File: src/rtl/twi_status_irq.sv
module twi_status_irq #(
  parameter bit NEWER = 1'b1,
  parameter int SW    = 16,
  parameter int EW    = 6
) (
  input  logic          clk,
  input  logic          rst_n,
  input  logic [2:0]    reg_sel,
  input  logic          reg_wr,
  input  logic          reg_rd,
  input  logic [SW-1:0] reg_wdata,
  output logic [SW-1:0] reg_rdata,
  input  logic [SW-1:0] set_flags,
  input  logic [SW-1:0] clr_flags,
  input  logic          bus_busy,
  output logic          irq,
  output logic          drq_rx,
  output logic          drq_tx
);
  localparam logic [2:0]    SEL_MASK = 3'd0, SEL_STAT = 3'd1, SEL_VEC = 3'd2,
                            SEL_DMA = 3'd3, SEL_TEST = 3'd4;
  localparam logic [EW-1:0] KEEP = NEWER ? {EW{1'b1}} : {1'b0, {(EW-1){1'b1}}};
  localparam logic [SW-1:0] W1C  = SW'(16'h0027);
  localparam logic [SW-1:0] BUSY = SW'(1) << 12;
  localparam logic [SW-1:0] DMAK = SW'(16'h8080);
  localparam int            VW   = $clog2(EW + 1);

  logic [SW-1:0] stat, dma;
  logic [EW-1:0] mask, pend, vec_oh;
  logic [VW-1:0] vec_num;

  assign pend = stat[EW-1:0] & mask;

  always_comb begin
    vec_num = '0;
    vec_oh  = '0;
    for (int i = EW - 1; i >= 0; i--)
      if (pend[i]) begin
        vec_num = VW'(i + 1);
        vec_oh  = EW'(1) << i;
      end
  end

  logic wr_stat, wr_test, rd_vec;
  assign wr_stat = reg_wr && reg_sel == SEL_STAT;
  assign wr_test = reg_wr && reg_sel == SEL_TEST && reg_wdata[11];
  assign rd_vec  = reg_rd && reg_sel == SEL_VEC;

  logic [SW-1:0] clr_all, set_all, stat_d;
  assign clr_all = clr_flags
                 | ((NEWER && wr_stat) ? (reg_wdata & W1C) : '0)
                 | ((!NEWER && rd_vec) ? SW'(vec_oh) : '0);
  assign set_all = set_flags | ((NEWER && wr_test) ? SW'({EW{1'b1}}) : '0);
  assign stat_d  = ((stat & ~clr_all) | set_all) & ~BUSY;

  always_ff @(posedge clk) begin
    if (!rst_n) begin
      stat   <= '0;
      mask   <= '0;
      dma    <= '0;
      irq    <= 1'b0;
      drq_rx <= 1'b0;
      drq_tx <= 1'b0;
    end else begin
      stat <= stat_d;
      if (reg_wr && reg_sel == SEL_MASK)
        mask <= reg_wdata[EW-1:0] & KEEP;
      else if (reg_wr && reg_sel == SEL_DMA) begin
        dma <= reg_wdata & DMAK;
        if (reg_wdata[15]) mask[3] <= 1'b0;
        if (reg_wdata[7])  mask[4] <= 1'b0;
      end
      irq    <= |pend;
      drq_rx <= dma[15] & stat[3];
      drq_tx <= dma[7]  & stat[4];
    end
  end

  always_comb
    case (reg_sel)
      SEL_MASK: reg_rdata = SW'(mask);
      SEL_STAT: reg_rdata = stat | (bus_busy ? BUSY : '0);
      SEL_VEC:  reg_rdata = NEWER ? '0 : SW'(vec_num);
      SEL_DMA:  reg_rdata = dma;
      default:  reg_rdata = '0;
    endcase
endmodule


File: config.mk
export PLATFORM = sky130hd
export DESIGN_NAME = twi_status_irq
export DESIGN_NICKNAME = d
export VERILOG_FILES = /design/src/rtl/twi_status_irq.sv
export SDC_FILE = /design/constraint.sdc
export NUM_CORES = 1
export LEC_CHECK = 0
export BUFFER_PORTS_ARGS = -buffer_cell sky130_fd_sc_hd__buf_2
export CORE_UTILIZATION = 37
export CTS_BUF_LIST = sky130_fd_sc_hd__clkbuf_16
export CTS_CLUSTER_DIAMETER = 200
export DETAILED_ROUTE_END_ITERATION = 16
export GPL_TIMING_DRIVEN = 0
export PLACE_DENSITY_LB_ADDON = 0.08
export SLEW_MARGIN = 20
export SYNTH_ARGS = -nofsm -noshare
export SYNTH_HDL_FRONTEND = slang
export SYNTH_SLANG_ARGS = --single-unit
File: constraint.sdc
create_clock -name clk -period 1.4 [get_ports clk]
set_input_delay 0.35 -clock clk [delete_from_list [all_inputs] [get_ports clk]]
set_output_delay 0.35 -clock clk [all_outputs]
set_load 0.03 [all_outputs]
; ---- Yosys cells after proc, flatten, opt, wreduce, memory -nomap -nowiden
; Cells that the tools add are included.
; W data, S select, Z words.
[classes]
n_eq_ne = 3
reduce_logical = 13
n_mux = 8
bitwise = 10
[op_table]
columns = op, n
row1 = $pmux W16 S3, 1
row2 = $or A16 B6 Y16, 2
row3 = $and A16 B16 Y16, 1
row4 = $not A16 Y16, 1
row5 = $or A16 B13 Y16, 1
row6 = $or A16 B16 Y16, 1
row7 = $mux W13, 1
row8 = $mux W6, 2
row9 = $and A6 B6 Y6, 1
row10 = $reduce_and A2 Y1, 3
row11 = $reduce_bool A2 Y1, 3
row12 = $reduce_or A6 Y1, 1
row13 = $logic_and A1 B1 Y1, 5
row14 = $mux W2, 2
row15 = $eq A3 B1 Y1 const B, 1
row16 = $eq A3 B2 Y1 const B, 1
row17 = $eq A3 B3 Y1 const B, 1
row18 = $logic_not A3 Y1, 1
row19 = $and A1 B1 Y1, 2
row20 = $mux W1, 2
row21 = $not A1 Y1, 1
[word_totals]
regBits = 27
output_inout_bits = 19
word_cells = 43

; ---- Logic depth before layout (Yosys ltp)
; Gate-level depths: netlist (run 1).
[depth]
depth_word = 7
depth_mapped = 4

; ---- Least setup slack after synthesis (run 1)
; Ideal clock, no wire load.
[synth_timing]
path_type = in2out
startpoint = input reg_sel[1]
endpoint = output reg_rdata[0]
slack_ns = -0.279
required_time_ns = 1.050
stages = 4
arrival_time_ns = 1.329
cell_sequence = buf_6 > or2_2 > clkbuf_1 > nor2_1
[synth_between]
elab_chain_len = 2
word_cells_on_any_way = 4
classes_between = eq/ne (2) / mux (1) / reduce/logical (1)
[synth_lines]
columns = item, line
row1 = from (decl), 8  ; input logic [2:0] reg_sel,
row2 = $eq A3 B2 Y1 (tied with other cells), 80  ; case (reg_sel)
row3 = $pmux W16 S3 (*), 80
row4 = to (decl), 12  ; output logic [SW-1:0] reg_rdata,
; Mark *: on every way between the ends. The rest lies on a longest branch, timed or not.

; ---- Final worst setup path (run 1)
[layout_timing]
startpoint = input reg_sel[0]
endpoint = output reg_rdata[1]
; The elaborated chain is that of the path after synthesis.

==> flow_metrics.py, run 1 <==
metrics = {
    "run_status": {
        "outcome": "finished, violations left",
        "violations": "setup timing",
    },
    "cts": {
        "cts_made_buffers": 3,
        "clock_path_buffers": 2,
        "clockRootBuffer": "clkbuf_16",
        "hold_buffers": 0,
        "path_clk_slew_ps": 60,
        "cts_tree": "built",
        "htreeDepth": 1,
        "clk_latency_ps": 260,
        "cts.sinks": 26,
    },
    "sta": {
        "slew_violations": 0,
        "layout_min_cycle_time_ps": 1480,
        "tightest_slew_ps": 593,
        "hold_viol": 0,
        "timing.slew.headroom_pct": 60.3,
        "fmax_ghz": 0.678,
        "fin_skew_ps": 1.03,
        "fin_tns_setup_ps": -648,
        "final-setup-viol-count": 13,
        "fin_ws_ps": -75.3,
        "rsz0062_at_grt": "yes",
        "final.period_utilization_pct": 105,
    },
    "synthesis": {
        "muxShareOfSynthArea_pct": 10.2,
        "synth_fp_nets": 191,
        "ys_seq_elements": 26,
        "synth_most_common_cell": "dfxtp_1",
        "synth_top_family_by_area": "simple AND/OR/NAND/NOR gates",
        "synthTopCellsByArea": "dfxtp_1 44%, mux2i_1 10%, nor2_1 7.6%",
        "synth_flop_cell": "dfxtp_1",
        "async_reset_ff_share_pct": 0,
        "synth_commonest_cells": "26 x dfxtp_1, 24 x nor2_1, 15 x a21oi_1",
        "ys_seq_area_share_pct": 44.0,
        "yosys_warnings": 0,
        "synth-edff-count": 0,
        "synth_compound_area_share_pct": 14.9,
        "synth_cell_types": 24,
        "syn_inst": 135,
        "yosys.area_share.simple_pct": 24.7,
        "synth_area_um2": 1180,
        "synth.largest_area_cell": "dfxtp_1",
        "synth_adder_area_share_pct": 0,
        "synth_xor_area_share_pct": 0,
        "synth_top_area_share_pct": 44.0,
        "syn_avg_cell_area_um2": 8.76,
    },
    "worst_setup_path": {
        "critical_path_required_ps": 1050,
        "critPathMaxFanout": 5,
        "critPathSlowestCell": "mux2i_4",
        "critPathCaptureType": "output pin",
        "crit_path_max_incr_delay_ps": 180,
        "arrival_ps": 1130,
        "cp-start-kind": "primary input",
        "critical_path_class": "in2out",
        "cp_cell_sequence": "buf_8, buf_8, buf_8, mux2i_4, nor2_4, buf_6",
        "cpMostUsedCell": "buf_8",
    },
    "final_layout": {
        "fillers": 264,
        "final_layout_size_suffix_gt1_share_pct": 48.3,
        "final_cells": 249,
        "area_growth_syn_to_layout_pct": 69.3,
        "final_core_util_pct": 65.6,
        "nets": 262,
        "antenna_cells": 0,
        "design_area_um2": 2000,
    },
    "power": {
        "p_int_mw": 1.33,
        "swShare_pct": 23.7,
        "ir_drop_uv": 605,
        "power.leakage_nw": 0.911,
        "comb_power_share_pct": 18.4,
        "clkPwrFrac_pct": 35.7,
        "power_density_nw_per_um2": 873,
        "pwr-share-seq_pct": 45.9,
        "switchingPower_mw": 0.414,
    },
    "grt": {
        "grt_pass1_wl_mm": 5.18,
        "grt_pass1_vias": 1178,
        "globalRouteOverflowTotal": 0,
        "grt_max_degree": 15,
        "grt_usage_pct": 19.9,
        "antenna_found_initial": 0,
    },
    "min_path": {
        "min_path_type": "in2reg",
    },
    "drt": {
        "wl_mm": 3.25,
        "vias": 1228,
        "drt-vias-per-instance": 4.93,
        "drtPass1Iterations": 4,
        "drtIter0Drc": 20,
        "drc_errors": 0,
        "ant_nets": 0,
        "wl_per_cell_um": 13.0,
    },
    "die": {
        "die-area_um2": 3430,
        "ios": 75,
        "fp.dieH_um": 58.5,
        "initial_core_util_pct": 38.7,
        "core_area_um2": 3050,
        "rows": 20,
        "die-width_um": 58.5,
    },
    "placement": {
        "gp_congestion": 0.753,
        "placed_cell_area_um2": 1640,
        "port_buffers": 63,
        "place_inst": 242,
        "dp_hpwl_mm": 2.19,
    },
    "flow_run": {
        "drv_cap": 0,
    },
}
==> power groups by stage <==
| stage | registers [mW] | logic, mW | clock network, mW |
|---|---|---|---|
| final | 0.803 | 0.321 | 0.624 |
| after global routing | 0.806 | 0.347 | 0.677 |
| after CTS | 0.801 | 0.311 | 0.644 |
| after detailed placement | 0.814 | 0.251 | 0 |
| after global placement | 0.813 | 0.246 | 0 |
| after floorplan | 0.809 | 0.151 | 0 |
==> flip-flops by register name, indices dropped and copies added, names as in the netlist <==
name,flops
stat,15
mask,6
dma,2
drq_rx,1
drq_tx,1
irq,1
==> through the flow <==
step / hold WS, ps / setup slack, ps / power, mW
4_1_cts: 295 / -79.7 / 1.76
6_report: 297 / -75.3 / 1.75
3_5_place_dp: 468 / -300 / 1.07
3_3_place_gp: 454 / -301 / 1.06
2_1_floorplan: 443 / 4.43 / 0.960
5_1_grt: 307 / -97.9 / 1.83
==> critical path: cells and delay by family <==
kind,cells,cell delay (ps)
simple gates,1,100
mux,1,180
buf+inv,4,490
==> cell usage in the layout, fill, tap and decap left out <==
cell type   n
buf_4       4
a21oi_1    15
inv_1      10
clkbuf_1    1
a32o_1      2
nor4b_4     1
mux2i_1     9
buf_8       4
buf_12      1
and3_2      3
dfxtp_1    26
nor2b_1     3
and4bb_2    1
buf_2      45
clkinv_1    1
bufbuf_16   2
nand2_1     4
a31oi_1     1
or2_4       1
nand2b_4    1
nor3_2      1
nor2_1     15
clkbuf_16   3
nand4b_1    1
nand2b_1    4
buf_6      15
nor2_4      9
and3_4      5
and3_1      2
o31a_1      6
a22oi_1     3
nand4_1     2
mux2i_4     3
nand3_1     1
==> final cells by class <==
| cell class | instances | area [µm²] | share of cell area (%) |
|---|---|---|---|
| multi-input cells | 93 | 737 | 36.8 |
| flip-flops and latches | 26 | 520 | 26.0 |
| repair buffers | 67 | 517 | 25.8 |
| clock buffers | 3 | 75.1 | 3.75 |
| plain buffers | 5 | 56.3 | 2.81 |
| well taps | 44 | 55.1 | 2.75 |
| inverters | 10 | 37.5 | 1.88 |
| clock inverters | 1 | 3.75 | 0.188 |
==> what timing repair did <==
action | CTS | global route
setup endpoints to repair | 17 | 20
cloned | 2 | 0
pin swaps | 4 | 1
resized for setup | 53 | 7
buffers inserted | 1 | 1
==> cells by family (layout without fill, tap and decap cells) <==
logic type,Yosys count,after routing
buf+inv,16,86
flops,26,26
simple gates,54,54
mux,12,12
compound gates,27,27
==> layer usage <==
layer	GRT usage (%)	wire, µm
met5	0	0
met2	36.5	1690
met4	5.10	27
met1	23.8	1370
met3	3.52	159
==> worst paths after layout <==
kind / from / slack [ps] / end / cells past startpoint
min reg2reg: stat[9] / 490 / stat[9] / 2
max: reg_sel[0] / -80 / reg_rdata[1] / 6
min: set_flags[15] / 300 / stat[15] / 3
max reg2reg: stat[1] / 590 / irq / 2
No activity file was read; power rests on OpenSTA's default activity.
==> inputs of run 2 (changes only) <==
==> constraint.sdc (replaced) <==
create_clock -name clk -period 1.4 [get_ports clk]
set_input_delay 0.35 -clock clk [delete_from_list [all_inputs] [get_ports clk]]
set_output_delay 0.35 -clock clk [all_outputs]
set_load 0.005 [all_outputs]
==> run 2 against run 1 <==
Effect of this change: the run now ends clean; highest routed layer unchanged; die area did not move; sequential share of layout area rose by 4.8 points; clock skew barely moved; power fell by 6.1%; sequential power fell by 0.9%; combinational power fell by 31%; flip-flop and latch count did not move; via count fell by 4.6%; non-clock buffer count fell by 2; clock-buffer cell count did not move; utilization fell by 10 points; register-to-register slack barely moved.
==> flow_metrics.py, run 2 (same netlist as run 1, synthesis figures left out) <==
metrics = {
    "final_layout": {
        "seq_area_um2": 520,
        "area_growth_syn_to_layout_pct": 43.0,
        "reg.largest.list": "stat x15, mask x6, dma x2",
        "max_flop_register": "stat",
        "fillers": 311,
        "layout_common_cells": "62 x buf_2, 26 x dfxtp_1, 21 x nor2_1",
        "largest_reg_flops": 15,
        "final_layout_size_suffix_gt1_share_pct": 39.1,
        "final_common_cell": "buf_2",
        "nets": 260,
        "antenna_cells": 0,
        "final_core_util_pct": 55.4,
        "multi_input_area_um2": 608,
    },
    "sta": {
        "tightest_slew_ps": 619,
        "fin_skew_ps": 0.786,
        "rsz0062_at_grt": "yes",
        "layout_min_cycle_time_ps": 1380,
        "final.period_utilization_pct": 98.8,
        "timing.slew.headroom_pct": 58.5,
        "fin_tns_setup_ps": 0,
        "final-setup-viol-count": 0,
        "fmax_ghz": 0.723,
        "slew_violations": 0,
        "hold_viol": 0,
    },
    "drt": {
        "wl_per_cell_um": 12.2,
        "vias": 1172,
        "ant_nets": 0,
        "drtPass1Iterations": 4,
        "wl_mm": 3.01,
        "drt-vias-per-instance": 4.76,
        "drc_errors": 0,
        "drtIter0Drc": 41,
    },
    "die": {
        "rows": 20,
        "core_area_um2": 3050,
        "die-width_um": 58.5,
        "die-area_um2": 3430,
        "ios": 75,
        "initial_core_util_pct": 38.7,
        "fp.dieH_um": 58.5,
    },
    "grt": {
        "grt_pass1_wl_mm": 4.88,
        "grt_pass1_vias": 1081,
        "grt_usage_pct": 19.2,
        "globalRouteOverflowTotal": 0,
        "grt_max_degree": 14,
        "antenna_found_initial": 0,
    },
    "worst_setup_path": {
        "arrival_ps": 1030,
        "critPathMaxFanout": 8,
        "rr_worst_depth": 2,
        "critPathCaptureType": "output pin",
        "critical_path_class": "in2out",
        "critical_path_required_ps": 1050,
        "ff2ff_setup_slack_ps": 600,
        "cp-start-kind": "primary input",
    },
    "power": {
        "comb_power_share_pct": 13.6,
        "switchingPower_mw": 0.365,
        "swShare_pct": 22.3,
        "p_int_mw": 1.28,
        "power_density_nw_per_um2": 971,
        "ir_drop_uv": 577,
        "pwr-share-seq_pct": 48.5,
        "clkPwrFrac_pct": 37.9,
        "power.leakage_nw": 0.861,
    },
    "cts": {
        "clockRootBuffer": "clkbuf_16",
        "cts_tree": "built",
        "hold_buffers": 0,
        "clock_path_buffers": 2,
        "path_clk_slew_ps": 60,
        "cts.sinks": 26,
        "htreeDepth": 1,
        "clk_latency_ps": 260,
        "cts_made_buffers": 3,
    },
    "placement": {
        "port_buffers": 63,
        "gp_congestion": 0.740,
        "dp_hpwl_mm": 2.21,
    },
    "run_status": {
        "outcome": "finished clean",
    },
    "flow_run": {
        "drv_cap": 0,
    },
    "min_path": {
        "min_path_type": "in2reg",
        "whs_path_depth": 3,
    },
}
[run 2: power by group through the flow]
stage	sequential [mW]	combinational [mW]	clock (mW)
finish	0.796	0.223	0.622
global route	0.801	0.248	0.686
CTS	0.796	0.224	0.643
detailed placement	0.812	0.204	0
global placement	0.811	0.199	0
floorplan	0.806	0.106	0
[run 2: worst paths after layout]
check                     from           end
setup / recovery    reg_sel[2]  reg_rdata[3]
hold / removal    set_flags[9]       stat[9]
setup reg to reg       stat[3]       stat[3]
hold reg to reg        stat[6]       stat[6]
[run 2: layer usage]
layer	vias to the layer above	track usage [%]	wire, µm	part of all wire [%]
li1	605	-	-	-
met1	514	23.1	1390	46
met2	47	33.7	1400	46
met4	0	8.16	62	2.1
met3	6	3.52	159	5.3
met5	-	0	0	0
[run 2: layout make-up]
cell class | instances | area share (%)
timing repair buffer | 66 | 21.3
sequential | 26 | 30.8
clock buffer | 3 | 4.44
tap | 44 | 3.26
buffer | 4 | 2.00
multi-input combinational | 93 | 36.0
inverter | 10 | 2.22
[run 2: worst max-delay path, cell delays in order]
cell,delay (ps)
buf_4,150
or2_4,290
nor2_1,120
buf_2,120
[run 2: timing repair]
item / in CTS / in global routing
pin swaps: 1 / 2
gates cloned: 1 / 0
hold endpoints to repair: 0 / 0
endpoints found under the setup margin: 20 / 15
setup buffers: 2 / 0
resized for setup: 9 / 6
[run 2: metrics by stage]
step / hold WS (ps) / worst slack, ps / area, µm² / power, mW / std cells
after CTS: 297 / -1.34 / 1680 / 1.66 / 247
after floorplan: 443 / 26.4 / 1180 / 0.913 / 135
final: 298 / 16.4 / 1690 / 1.64 / 246
after global routing: 302 / -2.66 / 1690 / 1.74 / 246
after global placement: 455 / -292 / 1550 / 1.01 / 242
after detailed placement: 464 / -304 / 1550 / 1.02 / 242
==> inputs of run 3 (changes only) <==
--- a/config.mk
+++ b/config.mk
@@ -5,8 +5,9 @@
 export SDC_FILE = /design/constraint.sdc
 export NUM_CORES = 1
 export LEC_CHECK = 0
+export ABC_AREA = 1
 export BUFFER_PORTS_ARGS = -buffer_cell sky130_fd_sc_hd__buf_2
-export CORE_UTILIZATION = 37
+export CORE_UTILIZATION = 38
 export CTS_BUF_LIST = sky130_fd_sc_hd__clkbuf_16
 export CTS_CLUSTER_DIAMETER = 200
 export DETAILED_ROUTE_END_ITERATION = 16
==> run 3 against run 2 <==
Effect of this change: the flow now finishes with violations (setup timing); wire length is 6.4% higher; die area is 1.9% higher; clock skew is 1.8 ps higher; power is 3.9% higher; flip-flop and latch count stayed put; cell count is 24% higher; maximum frequency is 6.5% lower; sequential power is 1% lower; critical endpoint is now reg_rdata[2]; critical path depth is 2 higher; global-route usage is 0.13 points lower; clock power hardly changed; clock-buffer cell count stayed put.
==> flow_metrics.py, run 3 <==
metrics = {
    "power": {
        "power_density_nw_per_um2": 878,
        "total_power_mw": 1.70,
        "ir_drop_uv": 432,
        "power.leakage_nw": 0.938,
    },
    "worst_setup_path": {
        "critical_path_class": "in2out",
        "arrival_ps": 1130,
        "critPathMaxFanout": 6,
        "critical_path_required_ps": 1050,
        "cp-start-kind": "primary input",
        "critPathCaptureType": "output pin",
    },
    "synthesis": {
        "synth.largest_area_cell": "dfxtp_1",
        "yosys_warnings": 0,
        "synth-edff-count": 0,
        "synth_most_common_cell": "nor2_1",
        "synth_commonest_cells": "47 x nor2_1, 26 x dfxtp_1, 26 x nand2_1",
        "ys_seq_area_share_pct": 42.0,
        "synth_flop_cell": "dfxtp_1",
        "synth_fp_nets": 233,
        "synth_top_area_share_pct": 42.0,
        "async_reset_ff_share_pct": 0,
        "ys_seq_elements": 26,
        "syn_inst": 177,
        "syn_avg_cell_area_um2": 7.00,
        "synth_area_um2": 1240,
        "synth_cell_types": 22,
        "synthTopCellsByArea": "dfxtp_1 42%, nor2_1 14%, nand2_1 7.9%",
    },
    "drt": {
        "drtPass1Iterations": 4,
        "drc_errors": 0,
        "ant_nets": 0,
        "drt-vias-per-instance": 4.54,
        "drtIter0Drc": 27,
        "wl_per_cell_um": 10.5,
        "vias": 1380,
        "wl_mm": 3.20,
    },
    "cts": {
        "clockRootBuffer": "clkbuf_16",
        "hold_buffers": 0,
        "clk_latency_ps": 260,
        "path_clk_slew_ps": 60,
        "cts_made_buffers": 3,
        "cts_tree": "built",
        "htreeDepth": 1,
        "cts.sinks": 26,
        "clock_path_buffers": 2,
    },
    "final_layout": {
        "layout_common_cells": "64 x buf_2, 41 x nor2_1, 26 x nand2_1, 26 x dfxtp_1, 22 x inv_1",
        "nets": 318,
        "fillers": 311,
        "largest_reg_flops": 15,
        "final_common_cell": "buf_2",
        "design_area_um2": 1940,
        "reg.largest.list": "stat x15, mask x6, dma x2",
        "final_layout_size_suffix_gt1_share_pct": 42.7,
        "area_growth_syn_to_layout_pct": 56.7,
        "max_flop_register": "stat",
        "antenna_cells": 0,
    },
    "grt": {
        "antenna_found_initial": 0,
        "grt_pass1_wl_mm": 5.01,
        "grt_max_degree": 14,
        "grt_pass1_vias": 1174,
        "globalRouteOverflowTotal": 0,
        "grt_usage_pct": 19.1,
    },
    "sta": {
        "fmax_ghz": 0.675,
        "slew_violations": 0,
        "fin_tns_setup_ps": -405,
        "fin_skew_ps": 2.54,
        "tightest_slew_ps": 427,
        "final-setup-viol-count": 15,
        "hold_viol": 0,
        "layout_min_cycle_time_ps": 1480,
        "rsz0062_at_grt": "yes",
        "fin_ws_ps": -80.5,
        "timing.slew.headroom_pct": 71.5,
        "final.period_utilization_pct": 106,
    },
    "placement": {
        "placed_cell_area_um2": 1610,
        "dp_hpwl_mm": 2.20,
        "port_buffers": 64,
        "gp_congestion": 0.753,
    },
    "min_path": {
        "min_path_type": "in2reg",
    },
    "flow_run": {
        "drv_cap": 0,
    },
    "run_status": {
        "violations": "setup timing",
        "outcome": "finished, violations left",
    },
    "die": {
        "core_area_um2": 3080,
        "rows": 20,
        "die-width_um": 59.1,
        "fp.dieH_um": 59.1,
        "ios": 75,
        "die-area_um2": 3490,
        "initial_core_util_pct": 40.2,
    },
}
-- run 3: cell count changes in the layout (fill, tap and decap cells not counted), moves of 9 or more --
| cell | delta |
|---|---|
| nand3_1 | +9 |
| mux2i_1 | -12 |
| nor2_1 | +20 |
| and3_1 | -10 |
| nand2_1 | +22 |
| buf_4 | +9 |
| inv_1 | +12 |
-- run 3: repair_timing --
action / CTS / global route
gates resized for setup: 10 / 16
cloned: 1 / 0
setup buffers: 10 / 5
setup endpoints to repair: 14 / 16
pin swaps: 3 / 2
-- run 3: power breakdown --
part           total [mW]  switching (mW)  internal [mW]  leakage, nW
clock network       0.621           0.243          0.378       0.0370
registers           0.788          0.0128          0.775        0.214
logic               0.295           0.147          0.148        0.687
total                1.70           0.403           1.30        0.938
-- run 3: per-layer routing --
layer  track usage (%)  up-vias  share of wire (%)
li1                  -      729                  -
met2              34.4       48                 50
met1              22.7      599                 44
met3              3.71        4                5.3
met5                 0        -                  0
met4              6.12        0               0.78
-- run 3: critical path, stage by stage --
cell,delay [ps]
buf_12,110
nor2_4,180
nand2_8,90
buf_8,140
o22ai_2,130
buf_2,130
-- run 3: kinds of logic (layout without fill, tap and decap cells) --
kind of cell | Yosys count | count (layout) | synth area share, %
compound gates | 25 | 25 | 12.8
flops | 26 | 26 | 42.0
simple gates | 95 | 95 | 34.1
buf+inv | 31 | 114 | 11.0
-- run 3: worst paths after layout --
path	startpoint	end	slack, ps	cells past startpoint
max	reg_sel[2]	reg_rdata[2]	-80	6
min	set_flags[8]	stat[8]	300	3
max reg2reg	stat[5]	irq	540	4
min reg2reg	mask[5]	mask[5]	460	2
-- run 3: stage by stage --
stage / hold slack (ps) / instances / utilization (%) / setup WS, ps
2_1_floorplan: 433 / 177 / - / 161
3_3_place_gp: 452 / 285 / 52.4 / -258
3_5_place_dp: 456 / 285 / 52.4 / -255
4_1_cts: 302 / 299 / 59.9 / -95.3
5_1_grt: 298 / 304 / 63.0 / -128
6_report: 298 / 304 / 63.0 / -80.5
-- run 3: cell type report --
cell class	instances	area, µm²	share of cell area [%]
inverters	26	103	5.29
plain buffers	5	40.0	2.06
multi-input cells	120	646	33.3
repair buffers	80	502	25.9
flip-flops and latches	26	520	26.8
well taps	44	55.1	2.84
clock buffers	3	75.1	3.87
